## src/rtl/wdt_ol_pkg.sv

```systemverilog
package wdt_ol_pkg;

   typedef enum logic [1:0] {
      SRC_STOP = 2'b00,
      SRC_LS   = 2'b01,
      SRC_SYS  = 2'b10
   } src_e;

   // Source field decode; 2'b11 maps to the low-speed clock.
   function automatic src_e decode_src(input logic [1:0] f);
      case (f)
         2'b00:   decode_src = SRC_STOP;
         2'b10:   decode_src = SRC_SYS;
         default: decode_src = SRC_LS;
      endcase
   endfunction

endpackage

```

## src/rtl/wdt_ol_sync.sv

```systemverilog
module wdt_ol_sync #(
   parameter int STAGES = 2
) (
   input  logic clk,
   input  logic rst_n,
   input  logic async_in,
   output logic rise_o
);
   logic [STAGES-1:0] chain;
   logic              last_q;

   generate
      if (STAGES < 2) begin : g_bad_stages
         $error("wdt_ol_sync: STAGES must be at least 2");
      end
      for (genvar i = 0; i < STAGES; i++) begin : g_stage
         if (i == 0) begin : g_first
            always_ff @(posedge clk or negedge rst_n) begin
               if (!rst_n) chain[0] <= 1'b0;
               else        chain[0] <= async_in;
            end
         end else begin : g_next
            always_ff @(posedge clk or negedge rst_n) begin
               if (!rst_n) chain[i] <= 1'b0;
               else        chain[i] <= chain[i-1];
            end
         end
      end
   endgenerate

   always_ff @(posedge clk or negedge rst_n) begin
      if (!rst_n) last_q <= 1'b0;
      else        last_q <= chain[STAGES-1];
   end

   assign rise_o = chain[STAGES-1] & ~last_q;
endmodule

```

## src/rtl/wdt_ol_cfg.sv

```systemverilog
module wdt_ol_cfg
   import wdt_ol_pkg::*;
#(
   parameter int SEL_W = 3
) (
   input  logic             clk,
   input  logic             rst_n,
   input  logic             opt_locked,
   input  logic             cfg_we,
   input  logic [SEL_W-1:0] cfg_sel,
   input  logic [1:0]       cfg_src,
   output logic             locked_o,
   output logic [SEL_W-1:0] sel_o,
   output src_e             src_o,
   output logic             err_o
);
   logic             cap_q;
   logic             locked_q;
   logic             done_q;
   logic [SEL_W-1:0] sel_q;
   src_e             src_q;
   logic             err_q;

   always_ff @(posedge clk or negedge rst_n) begin
      if (!rst_n) begin
         cap_q    <= 1'b0;
         locked_q <= 1'b1;
         done_q   <= 1'b0;
         sel_q    <= '1;
         src_q    <= SRC_LS;
         err_q    <= 1'b0;
      end else begin
         if (!cap_q) begin
            cap_q    <= 1'b1;
            locked_q <= opt_locked;
         end
         if (cfg_we && cap_q) begin
            if (!done_q) begin
               done_q <= 1'b1;
               sel_q  <= cfg_sel;
               if (!locked_q) src_q <= decode_src(cfg_src);
            end else begin
               err_q <= 1'b1;
            end
         end
      end
   end

   assign locked_o = locked_q;
   assign sel_o    = sel_q;
   assign src_o    = src_q;
   assign err_o    = err_q;
endmodule

```

## src/rtl/wdt_ol_gate.sv

```systemverilog
module wdt_ol_gate
   import wdt_ol_pkg::*;
(
   input  logic locked,
   input  src_e src,
   input  logic sys_osc_stable,
   input  logic ls_rise,
   input  logic ls_osc_off,
   input  logic sleep,
   output logic tick_o
);
   logic ls_paused;

   always_comb begin
      ls_paused = sleep && ls_osc_off && !locked;
      case (src)
         SRC_SYS: tick_o = sys_osc_stable && !sleep;
         SRC_LS:  tick_o = ls_rise && !ls_paused;
         default: tick_o = 1'b0;
      endcase
   end
endmodule

```

## src/rtl/wdt_ol_counter.sv

```systemverilog
module wdt_ol_counter #(
   parameter int CNT_W = 18,
   parameter int SEL_W = 3
) (
   input  logic             clk,
   input  logic             rst_n,
   input  logic             tick,
   input  logic             kick,
   input  logic [SEL_W-1:0] sel,
   output logic [CNT_W-1:0] cnt_o,
   output logic             tmo_o
);
   logic [CNT_W-1:0] cnt_q;
   logic [CNT_W-1:0] limit;
   logic             at_end;
   logic             tmo_q;

   // Terminal value 2^(CNT_W - (2^SEL_W-1) + sel) - 1.
   assign limit  = {CNT_W{1'b1}} >> (~sel);
   assign at_end = (cnt_q >= limit);

   always_ff @(posedge clk or negedge rst_n) begin
      if (!rst_n) begin
         cnt_q <= '0;
         tmo_q <= 1'b0;
      end else begin
         tmo_q <= tick && at_end && !kick;
         if (kick)        cnt_q <= '0;
         else if (tick)   cnt_q <= at_end ? '0 : cnt_q + 1'b1;
      end
   end

   assign cnt_o = cnt_q;
   assign tmo_o = tmo_q;
endmodule

```

## src/rtl/wdt_optlock.sv

```systemverilog
module wdt_optlock
   import wdt_ol_pkg::*;
#(
   parameter int MIN_LOG2    = 11,
   parameter int SEL_W       = 3,
   parameter int SYNC_STAGES = 2,
   localparam int CNT_W      = MIN_LOG2 + (1 << SEL_W) - 1,
   localparam int WD_W       = SEL_W + 2
) (
   input  logic            clk,
   input  logic            rst_n,
   input  logic            opt_locked,
   input  logic            sys_osc_stable,
   input  logic            ls_clk,
   input  logic            ls_osc_off,
   input  logic            sleep,
   input  logic            cfg_we,
   input  logic [WD_W-1:0] cfg_wdata,
   input  logic            kick,
   output logic            wdt_reset,
   output logic            acc_err
);
   generate
      if (MIN_LOG2 < 1) begin : g_bad_min
         $error("wdt_optlock: MIN_LOG2 must be at least 1");
      end
      if (SEL_W < 1 || SEL_W > 4) begin : g_bad_sel
         $error("wdt_optlock: SEL_W must lie in 1..4");
      end
   endgenerate

   logic             locked;
   logic [SEL_W-1:0] sel;
   src_e             src;
   logic             err;
   logic             ls_rise;
   logic             tick;
   logic [CNT_W-1:0] cnt;
   logic             tmo;

   wdt_ol_cfg #(.SEL_W(SEL_W)) u_cfg (
      .clk        (clk),
      .rst_n      (rst_n),
      .opt_locked (opt_locked),
      .cfg_we     (cfg_we),
      .cfg_sel    (cfg_wdata[SEL_W-1:0]),
      .cfg_src    (cfg_wdata[SEL_W+1:SEL_W]),
      .locked_o   (locked),
      .sel_o      (sel),
      .src_o      (src),
      .err_o      (err)
   );

   wdt_ol_sync #(.STAGES(SYNC_STAGES)) u_sync (
      .clk      (clk),
      .rst_n    (rst_n),
      .async_in (ls_clk),
      .rise_o   (ls_rise)
   );

   wdt_ol_gate u_gate (
      .locked         (locked),
      .src            (src),
      .sys_osc_stable (sys_osc_stable),
      .ls_rise        (ls_rise),
      .ls_osc_off     (ls_osc_off),
      .sleep          (sleep),
      .tick_o         (tick)
   );

   wdt_ol_counter #(.CNT_W(CNT_W), .SEL_W(SEL_W)) u_cnt (
      .clk   (clk),
      .rst_n (rst_n),
      .tick  (tick),
      .kick  (kick),
      .sel   (sel),
      .cnt_o (cnt),
      .tmo_o (tmo)
   );

   assign wdt_reset = tmo | err;
   assign acc_err   = err;
endmodule

```

## config.mk

```make
export PLATFORM = sky130hd
export DESIGN_NAME = wdt_optlock
export DESIGN_NICKNAME = d
export VERILOG_FILES = /design/src/rtl/wdt_ol_pkg.sv /design/src/rtl/wdt_ol_sync.sv /design/src/rtl/wdt_ol_cfg.sv /design/src/rtl/wdt_ol_gate.sv /design/src/rtl/wdt_ol_counter.sv /design/src/rtl/wdt_optlock.sv
export SDC_FILE = /design/constraint.sdc
export NUM_CORES = 1
export LEC_CHECK = 0
export ABC_AREA = 1
export BUFFER_PORTS_ARGS = -buffer_cell sky130_fd_sc_hd__buf_4
export CORE_UTILIZATION = 60
export CTS_BUF_LIST = sky130_fd_sc_hd__clkbuf_8
export CTS_CLUSTER_SIZE = 24
export DETAILED_ROUTE_END_ITERATION = 16
export GPL_ROUTABILITY_DRIVEN = 1
export PLACE_DENSITY = 0.8
export SLEW_MARGIN = 5
export SYNTH_ARGS = -nofsm -noshare
export SYNTH_HDL_FRONTEND = slang
export SYNTH_SLANG_ARGS = --single-unit
export TNS_END_PERCENT = 1
```

## constraint.sdc

```tcl
create_clock -name clk -period 2.2 [get_ports clk]
set_input_delay 0.11 -clock clk [delete_from_list [all_inputs] [get_ports clk]]
set_output_delay 0.11 -clock clk [all_outputs]
set_load 0.03 [all_outputs]
```

[Yosys cells after proc, flatten, opt, wreduce, memory -nomap -nowiden]
Index checks and enable logic that the tools add are counted.
Widths: inputs -> output; s select.
Storage, ports and cells
  register bits after elaboration: 31
  output and inout port bits: 2
  logic and storage cells: 44
Cells by class
  $add $sub $neg: 1
  shifts and indexed selects: 1
  $lt $le $gt $ge: 1
  reductions and logical operators: 16
  bitwise operators: 6
  multiplexer cells: 5
  eq/ne operators: 3
Operators with widths (count)
  $mux 18: 3
  $add 18x1->18 const B: 1
  $ge 18x18->1: 1
  $shr 18x3->18 const A: 1
  $logic_and 1x1->1: 7
  $eq 2x2->1 const B: 2
  $logic_not 1->1: 4
  $pmux 2 s2: 1
  $reduce_and 2->1: 2
  $not 1->1: 3
  $not 3->3: 1
  $reduce_and 3->1: 1
  $eq 2x1->1 const B: 1
  $logic_not 2->1: 1
  $pmux 1 s2: 1
  $reduce_bool 2->1: 1
  $and 1x1->1: 1
  $or 1x1->1: 1

[Depth between registers and ports, before layout]
Gate-level depths: netlist of run 1.
  depth in word-level cells: 7
  mapped depth: 13

[Hierarchy]
Synthesis of run 1 repeated with hierarchy kept, for this count alone.
Second synthesis, totals
  cell total of the unflattened synthesis: 268
  area, all modules: 1990.7 um^2
By module, submodules not included
  wdt_ol_counter: cells an instance 209, instances 1, area each 1441.4 um^2
  wdt_ol_cfg: cells an instance 39, instances 1, area each 379.1 um^2
  wdt_ol_sync: cells an instance 5, instances 1, area each 85.1 um^2
  wdt_ol_gate: cells an instance 12, instances 1, area each 73.8 um^2
  wdt_optlock: cells an instance 3, instances 1, area each 11.3 um^2

[Least setup slack after synthesis of run 1]
No wires, ideal clock.
  path kind: reg-to-reg
  start: reg u_cfg.sel_q[2] (netlist: u_cfg.sel_o[2])
  end: reg u_cnt.cnt_q[11] (netlist: u_cnt.cnt_o[11])
  arrival time: 1.645 ns
  cell stages (with the launch flop): 12
  path slack: 0.441 ns
  period minus slack after synthesis: 1.759 ns
  buffers on the path: 0
  library setup time: 0.114 ns
  cell sequence: dfstp_2 -> nand3_1 -> ha_1 -> nand2_1 -> nor2_1 -> nand2_1 -> nor2_4 -> nor2_4 -> nand2_2 -> nand2_2 -> inv_1 -> nor2_1
On the way
  longest elaborated chain between the ends: 6
Ends and longest elaborated chain
  start, declared: line wdt_ol_cfg.sv:20  | logic [SEL_W-1:0] sel_q;
  start signal, assigned: line wdt_ol_cfg.sv:40  | sel_q <= cfg_sel;
  $not 3->3: line wdt_ol_counter.sv:19  | assign limit = {CNT_W{1'b1}} >> (~sel);
  $shr 18x3->18: line wdt_ol_counter.sv:19
  $ge 18x18->1: line wdt_ol_counter.sv:20  | assign at_end = (cnt_q >= limit);
  $mux 18 (2 in series): line wdt_ol_counter.sv:29  | else if (tick) cnt_q <= at_end ? '0 : cnt_q + 1'b1;
  $mux 18: line wdt_ol_counter.sv:28  | if (kick) cnt_q <= '0;
  end signal, assigned: line wdt_ol_counter.sv:29
  end, declared: line wdt_ol_counter.sv:13  | logic [CNT_W-1:0] cnt_q;
Every way passes these cells. The select of a mux whose other input is x is not followed.
A chain may end at the register's enable or synchronous reset.

[Worst setup path in the final report of run 1]
  start: reg u_cfg.sel_q[1] (netlist: u_cfg.sel_o[1])
  end: reg u_cnt.cnt_q[3] (netlist: u_cnt.cnt_o[3])
Same word-level chain as after synthesis.

==> results of run 1 <==
-- worst max path at each step --
stage                                        endpoint  slack (ns)  cells after the start
after floorplan           u_cnt.cnt_o[11]$_DFFE_PN0P_        0.44                     11
after global placement    u_cnt.cnt_o[16]$_DFFE_PN0P_        0.23                      9
after detailed placement  u_cnt.cnt_o[16]$_DFFE_PN0P_        0.16                      9
after CTS                 u_cnt.cnt_o[16]$_DFFE_PN0P_        0.14                      9
after global routing      u_cnt.cnt_o[11]$_DFFE_PN0P_     -0.0009                     12
final                      u_cnt.cnt_o[3]$_DFFE_PN0P_        0.17                     10
-- metal layers --
layer  up-vias  wire length (µm)
met5         -                 0
met2        57              1870
met3         6               331
met1       788              1930
li1        943                 -
met4         0                63
-- sequential cells by signal, summed over array words and instances, names as in the netlist --
signal and count:
u_cfg.src_o 2, u_sync.last_q 1, u_cfg.locked_o 1, u_cfg.err_o 1, u_cfg.done_q 1, u_cnt.tmo_o 1, u_cfg.sel_o 3, u_cfg.cap_q 1
u_cnt.cnt_o 18, u_sync.chain 2
-- power breakdown --
part | switching [W] | internal [W]
clock | 0.000203 | 0.000329
sequential | 0.00000581 | 0.000579
combinational | 0.0000426 | 0.0000263
total | 0.000251 | 0.000935
-- synthesized netlist by cell type, types with 3 or more instances --
library cell  instances
nand2_1              89
nand3_1              21
o21ai_0              11
a21oi_1               6
ha_1                 10
inv_1                40
dfstp_2               5
nand3b_1              3
nor2_4                4
nand2_2               7
nor2_2                4
nor2_1               27
dfrtp_1              26
nand4_1              12
-- timing repair --
| action | in CTS | in global routing |
|---|---|---|
| hold endpoints to repair | 27 | 0 |
| setup buffers | 0 | 2 |
| hold buffers | 2 | 0 |
| resized for setup | 0 | 3 |
| endpoints found under the setup margin | 0 | 2 |
-- worst min-delay path, cell delays in order --
cell and delay [ns]:
buf_4 0.08, nand2_1 0.04, nand2_1 0.05
-- per-stage QoR --
step	util (%)	power, W	instances
floorplan	-	0.000623	281
global placement	69.8	0.000661	339
detailed placement	69.8	0.000661	339
CTS	73.8	0.00120	349
global route	74.4	0.00123	351
finish	74.4	0.00119	351
-- area by class of cell --
cell class / count / area (µm²) / share of cell area (%)
clock buffers: 5 / 68.8 / 2.98
clock inverters: 3 / 37.5 / 1.63
inverters: 41 / 154 / 6.67
multi-input cells: 206 / 1050 / 45.4
flip-flops and latches: 31 / 782 / 33.9
well taps: 44 / 55.1 / 2.38
repair buffers: 21 / 163 / 7.05
-- kinds of logic after synthesis --
group	Yosys count	synth area share (%)
DFF	31	39.1
other	1	0.188
adders and majority gates	10	6.26
AOI/OAI and AO/OA	22	6.07
xor gates and xnor gates	2	0.876
buffers and inverters	44	8.57
and+or+nand+nor	171	38.9
==> flow_results.org, run 1 <==
** Synth
- Post-synth EDFFs :: 0
- Among all flip-flop cells after synthesis, the most frequent one is dfrtp_1.
- Yosys reg bits :: 31
- Count of unique library cells instantiated by Yosys :: 26
- After synthesis, the largest area contributor takes up 32.5% of total cell area.
- Sequential element share of the synthesized area :: 39.1%
- Nets in the synthesized netlist :: 305
- The Yosys step of the flow raised 0 warnings.
- Synth async-reset ratio :: 100%
- The biggest area contributor in the post-synthesis netlist is dfrtp_1.
- Post-Syn Instances :: 281
- After synthesis the cells add up to 0.00200 mm².
- After synthesis, the mean cell area works out to 7.12 µm².
- In the post-synthesis netlist, the biggest area contributors are dfrtp_1, nand2_1, inv_1, dfstp_2, ha_1.

** Global route
- Global routing finished with a remaining overflow of 0.
- Grt met1 use :: 38.8%
- The initial antenna violation count is 0.
- The number of global-route vias before repair came to 1591.
- The first global-routing pass estimated 7000 µm of wire.
- Global routing consumed, over all layers together, 27.1% of the routing resources.
- Pin count of the biggest net entering global routing :: 32
- GR peak layer :: met2
- M2 GR Usage :: 40.8%
- For met3 alone, demand over resource in global routing was 6.06%.

** Setup path
- In this design, the critical path's most frequently occurring cell is nand2_1.
- Worst path max stage delay :: 0.58 ns
- The signal on the critical path passes through a21oi_1 -> ha_1 -> a21oi_1 -> nand2_1 -> nand2_1 -> nand2_1 -> nor2_4 -> buf_4 -> nand4_1 -> o21ai_1.
- CP Data Required Time :: 2.39 ns
- On the critical path the largest part of the delay comes from flip-flops.
- Counting both buffers and inverters, the worst setup path holds a total of 1.
- Max Fanout on Critical Path :: 7
- FF-to-FF path depth :: 10
- STA classifies the critical path endpoint as a flop.
- The slowest stage of the critical path is the dfstp_2 cell.
- Register-to-register path setup slack :: 0.17 ns
- STA classifies the critical path startpoint as a flop.
- Arr. time, crit path :: 2.22 ns
- Worst setup path start :: u_cfg.sel_o[1]$_DFFE_PN1P_
- By startpoint and endpoint, the worst setup path is classified as flop to flop.
- The endpoint identified for the worst register-to-register timing path is u_cnt.cnt_o[3]$_DFFE_PN0P_.
- The startpoint identified for the worst register-to-register timing path is u_cfg.sel_o[1]$_DFFE_PN1P_.

** Routing
- The first detailed-routing pass took 4 iterations.
- Number of DRC markers in iteration 0 :: 84
- Post-route DRC :: 0
- After detailed routing, the number of vias per cell comes to 5.11.
- Residual antenna-violating net count after detailed routing :: 0
- Average wire length per cell after detail routing :: 12.0 µm
- The routed layout has 1794 vias.
- Wires add up to 4200 µm.

** Timing
- Setup total negative slack on the finished layout was measured at 0 ns.
- On the final layout, the worst hold slack is 0.0282 ns.
- For this run, the top clock speed supported by timing is 493 MHz.
- The count of final hold-check violations is 0.
- The final-report max-slew violation count came to 0.
- Final worst path period need :: 2.03 ns
- Setup slack on the critical path of the routed design comes to 0.174 ns.
- Of the available clock period, the critical path in the final layout requires 92.1%.
- Final number of setup-violating endpoints :: 0
- On the final layout, the worst clock skew is 0.00666 ns.

** Die
- Initial Utilization :: 64.4%
- The floorplan step defined a die boundary enclosing 0.00357 mm².
- Boundary Pins :: 16
- The floorplan has 20 rows.
- After floorplanning, the core was sized to cover 0.00310 mm².
- The floorplan step set the die height to 59.7 µm.
- X dimension of the die :: 59.7 µm

** Clock network
- Clock tree sinks :: 31
- Clock tree from TritonCTS :: yes
- Clock latency at the later pin of the worst-skew pair :: 0.28 ns
- Clock tree synthesis selected as its root buffer the cell clkbuf_8.
- Clock transition at path regs :: 0.06 ns
- CTS built an H-tree with a depth of 2.
- In this run the deepest clock path goes through 2 buffers.
- Clock buffer count from CTS :: 5

** Placed design
- Setup slack at placement :: 0.156 ns
- Weighted congestion at the end of routability-driven global placement :: 0.894
- Buffers on Ports :: 15
- DP HPWL :: 3050 µm
- In this run the cell area measured after placement is 0.00216 mm².

** Finish
- Fill cells in the final layout number 258.
- Area added between synthesis and finish :: 15.5%
- Most frequent cells in the layout :: nand2_1, inv_1, nor2_1, dfrtp_1, nand3_1
- Of the cells placed in the final design, the portion with a size suffix greater than 1 is 16.3%.
- Antenna cells :: 0
- The finished cells cover 0.00231 mm².
- The net count of the finished layout is 330.
- Most frequent standard cell in the layout excluding fill and tap cells :: nand2_1

** Power and ir drop
- VDD sags by at most 435 µV.
- Power spread over the standard cell area amounts to 514 mW/mm².
- Leakage power of the design :: 1.16 nW

** Hold path
- Cell depth of the worst min-delay path :: 3
- Path class of the lowest-slack min-delay path :: primary input to flop
- Endpoint of the worst hold path :: u_cfg.sel_o[0]$_DFFE_PN1P_
- Hold Crit Start :: cfg_wdata[0]

** Flow run
- # Max-Cap Violations :: 0

** Outcome
- Run status :: completed
Power figures use the tool's default switching activity.
==> run 2: changes to the inputs <==
--- a/config.mk
+++ b/config.mk
@@ -13,6 +13,7 @@
 export DETAILED_ROUTE_END_ITERATION = 16
 export GPL_ROUTABILITY_DRIVEN = 1
 export PLACE_DENSITY = 0.8
+export RECOVER_POWER = 50
 export SLEW_MARGIN = 5
 export SYNTH_ARGS = -nofsm -noshare
 export SYNTH_HDL_FRONTEND = slang
==> flow_results.org, run 2 (synthesis gave the netlist of run 1 again) <==
** Setup path
- CP Data Required Time :: 2.39 ns (about the same)
- Crit-path most repeated cell :: nand2_1
- The worst setup path is launched from a flop.
- The endpoint arrival time on the critical path is 2.22 ns (about the same).
- The critical path goes through a21oi_1 -> ha_1 -> a21oi_1 -> nand2_1 -> nand2_1 -> nand2_1 -> nor2_4 -> buf_4 -> nand4_1 -> o21ai_1.
- CP Class :: flop to flop
- Endpoint type of the worst setup path :: flop
- The biggest cell delay along the critical path came to 0.58 ns (about the same).
- The worst-path maximum fanout is 7 (unchanged).
- Among all stages on the critical path, the largest delay is contributed by dfstp_2.

** Routing
- The first-iteration detailed-routing DRC count was 84 (unchanged).
- Residual antenna-violating net count after detailed routing :: 0 (unchanged)
- First-pass iteration count of the detailed router :: 4 (unchanged)
- The via count came to 1788 (-0.33%).
- The routed via count divided by cell count came to 5.09 (-0.33%).
- The final wirelength was 4190 µm (-0.24%).
- The average wire per standard cell came to 11.9 µm (-0.24%).
- The final routed DRC violation total was 0 (unchanged).

** Timing
- Number of hold violations in the final report :: 0 (unchanged)
- The minimum clock period was 2.03 ns (+0.00292 ns).
- Final clock period utilization by the worst path :: 92.2% (+0.13 points)
- Final Skew :: 0.00662 ns (-0.0000465 ns)
- For the pin with the worst max-slew slack, the measured transition is 1.62 ns.
- Final number of setup-violating endpoints :: 0 (unchanged)
- Maximum clock rate :: 493 MHz (-0.14%)
- The worst setup slack after layout is 0.171 ns (-0.00292 ns).
- In this run the tightest slew margin relative to its limit is -8.27%.
- Final number of max-transition violations :: 32 (+32)

** Clock network
- Clock tree sinks :: 31 (unchanged)
- The number of H-tree levels was 2 (unchanged).
- Clock buffer count from CTS :: 5 (unchanged)
- The clock insertion delay at the later pin of the skew report came to 0.28 ns (about the same).
- The worst-case clock buffer depth was 2 (unchanged).
- Clock tree from TritonCTS :: yes
- Root buffer cell :: clkbuf_8
- Clock transition at path regs :: 0.06 ns (about the same)

** Finish
- The area of combinational cells with multiple inputs was 0.00105 mm² (unchanged).
- Antenna cells :: 0 (unchanged)
- The flip-flop count of the largest register, all copies and words added was 18 (unchanged).
- The sequential cell area in the final layout was 782 µm² (unchanged).
- The count of nets after finishing was 330 (unchanged).
- Area added between synthesis and finish :: 15.3%
- The share of layout cells above drive strength 1 came to 16.0% (-0.33 points).
- The library cell used most frequently in the layout, excluding fill and tap cells, is nand2_1.
- # fillers :: 260 (+0.78%)
- The top cell types in the final layout, fill and taps aside, are nand2_1, inv_1, nor2_1, dfrtp_1, nand3_1.
- The design area is 0.00230 mm² (-0.16%).

** Die
- The count of standard-cell rows came to 20 (unchanged).
- The width of the die came to 59.7 µm (unchanged).
- Vertical die dimension :: 59.7 µm (unchanged)
- The I/O pin total was 16 (unchanged).
- The effective utilization at floorplan is 64.4% (unchanged).
- The standard cell core area is 0.00310 mm² (unchanged).
- Area of the die :: 0.00357 mm² (unchanged)

** Outcome
- Run status :: finished with violations
- The final reports fail on max-capacitance violations, max-slew violations.

** Global route
- The global-route wire length before repair came to 7000 µm (unchanged).
- Total global routing overflow :: 0 (unchanged)
- The initial antenna violation count came to 0 (unchanged).
- The total global routing track utilization came to 27.1% (unchanged).
- The number of global-route vias before repair came to 1591 (unchanged).
- Pin count of the biggest net entering global routing :: 32 (unchanged)

** Power and ir drop
- The peak ir drop on the vdd network is 434 µV (about the same).
- The ratio of total power to cell area was 514 mW/mm² (about the same).
- The leakage power of the design was 1.16 nW (-0.33%).

** Placed design
- Setup slack at placement :: 0.156 ns (unchanged)
- Post-place instance area :: 0.00216 mm² (unchanged)
- Buffers on Ports :: 15 (unchanged)
- The total half-perimeter wirelength after legalization and detailed placement is 3050 µm (unchanged).
- The routability-driven placement congestion ratio was 0.894 (unchanged).

** Flow run
- The max-capacitance violation count was 1 (+1).

** Hold path
- Path class of the lowest-slack min-delay path :: primary input to flop
run 2: cell types whose count changed in the layout (fill, tap and decap cells not counted):
cell	change
clkbuf_4	+1
buf_4	-2
clkbuf_1	+1
run 2: per-stage QoR:
step / std cells / TNS [ns] / power, W / utilization, % / hold WS, ns
finish: 351 / 0 / 0.00118 / 74.3 / 0.0281
global route: 351 / -0.000889 / 0.00123 / 74.3 / 0.0296
CTS: 349 / 0 / 0.00120 / 73.8 / 0.0223
detailed placement: 339 / 0 / 0.000661 / 69.8 / 0.0637
global placement: 339 / 0 / 0.000661 / 69.8 / 0.0614
floorplan: 281 / 0 / 0.000623 / - / -0.186
run 2: worst max-delay path: cells and delay by family (launching register included):
family,cells,cell delay [ns]
buffers and inverters,1,0.18
AO/OA/AOI/OAI,3,0.37
AND/OR/NAND/NOR,5,0.51
adder cells (fa/ha/maj),1,0.31
flip-flops,1,0.58
run 2: layout make-up:
type | instances | area share, %
clock inverter | 3 | 1.63
sequential | 31 | 33.9
tap | 44 | 2.39
timing repair buffer | 21 | 6.89
multi-input combinational | 206 | 45.5
inverter | 41 | 6.68
clock buffer | 5 | 2.99
run 2: worst paths after layout:
path,cells past startpoint,slack (ns),endpoint,startpoint
worst min register to register,0,0.35,u_sync.chain[1]$_DFF_PN0_,u_sync.chain[0]$_DFF_PN0_
worst max-delay path,10,0.17,u_cnt.cnt_o[3]$_DFFE_PN0P_,u_cfg.sel_o[1]$_DFFE_PN1P_
worst min-delay path,3,0.03,u_cfg.sel_o[0]$_DFFE_PN1P_,cfg_wdata[0]
max in group asynchronous,2,0.46,u_cnt.cnt_o[14]$_DFFE_PN0P_,rst_n
min in group asynchronous,2,0.79,u_cfg.src_o[1]$_DFFE_PN0P_,rst_n
worst max register to register,10,0.17,u_cnt.cnt_o[3]$_DFFE_PN0P_,u_cfg.sel_o[1]$_DFFE_PN1P_
run 2: timing repair:
action                     in CTS  in global routing
hold endpoints to repair       27                  0
setup endpoints to repair       0                  2
hold buffers                    2                  0
resized for setup               0                  3
setup buffers                   0                  2
run 2: report_power, final:
part | leakage, nW | switching (W) | internal (W)
combinational | 0.706 | 0.0000426 | 0.0000254
sequential | 0.390 | 0.00000581 | 0.000579
clock | 0.0607 | 0.000203 | 0.000329
run 2: metal layers:
layer | GRT usage [%] | wire, µm | vias to the layer above | share of wire, %
li1 | - | - | 943 | -
met1 | 38.8 | 1990 | 786 | 47
met2 | 40.8 | 1860 | 53 | 44
met3 | 6.06 | 281 | 6 | 6.7
met4 | 8.64 | 63 | 0 | 1.5
met5 | 0 | 0 | - | 0
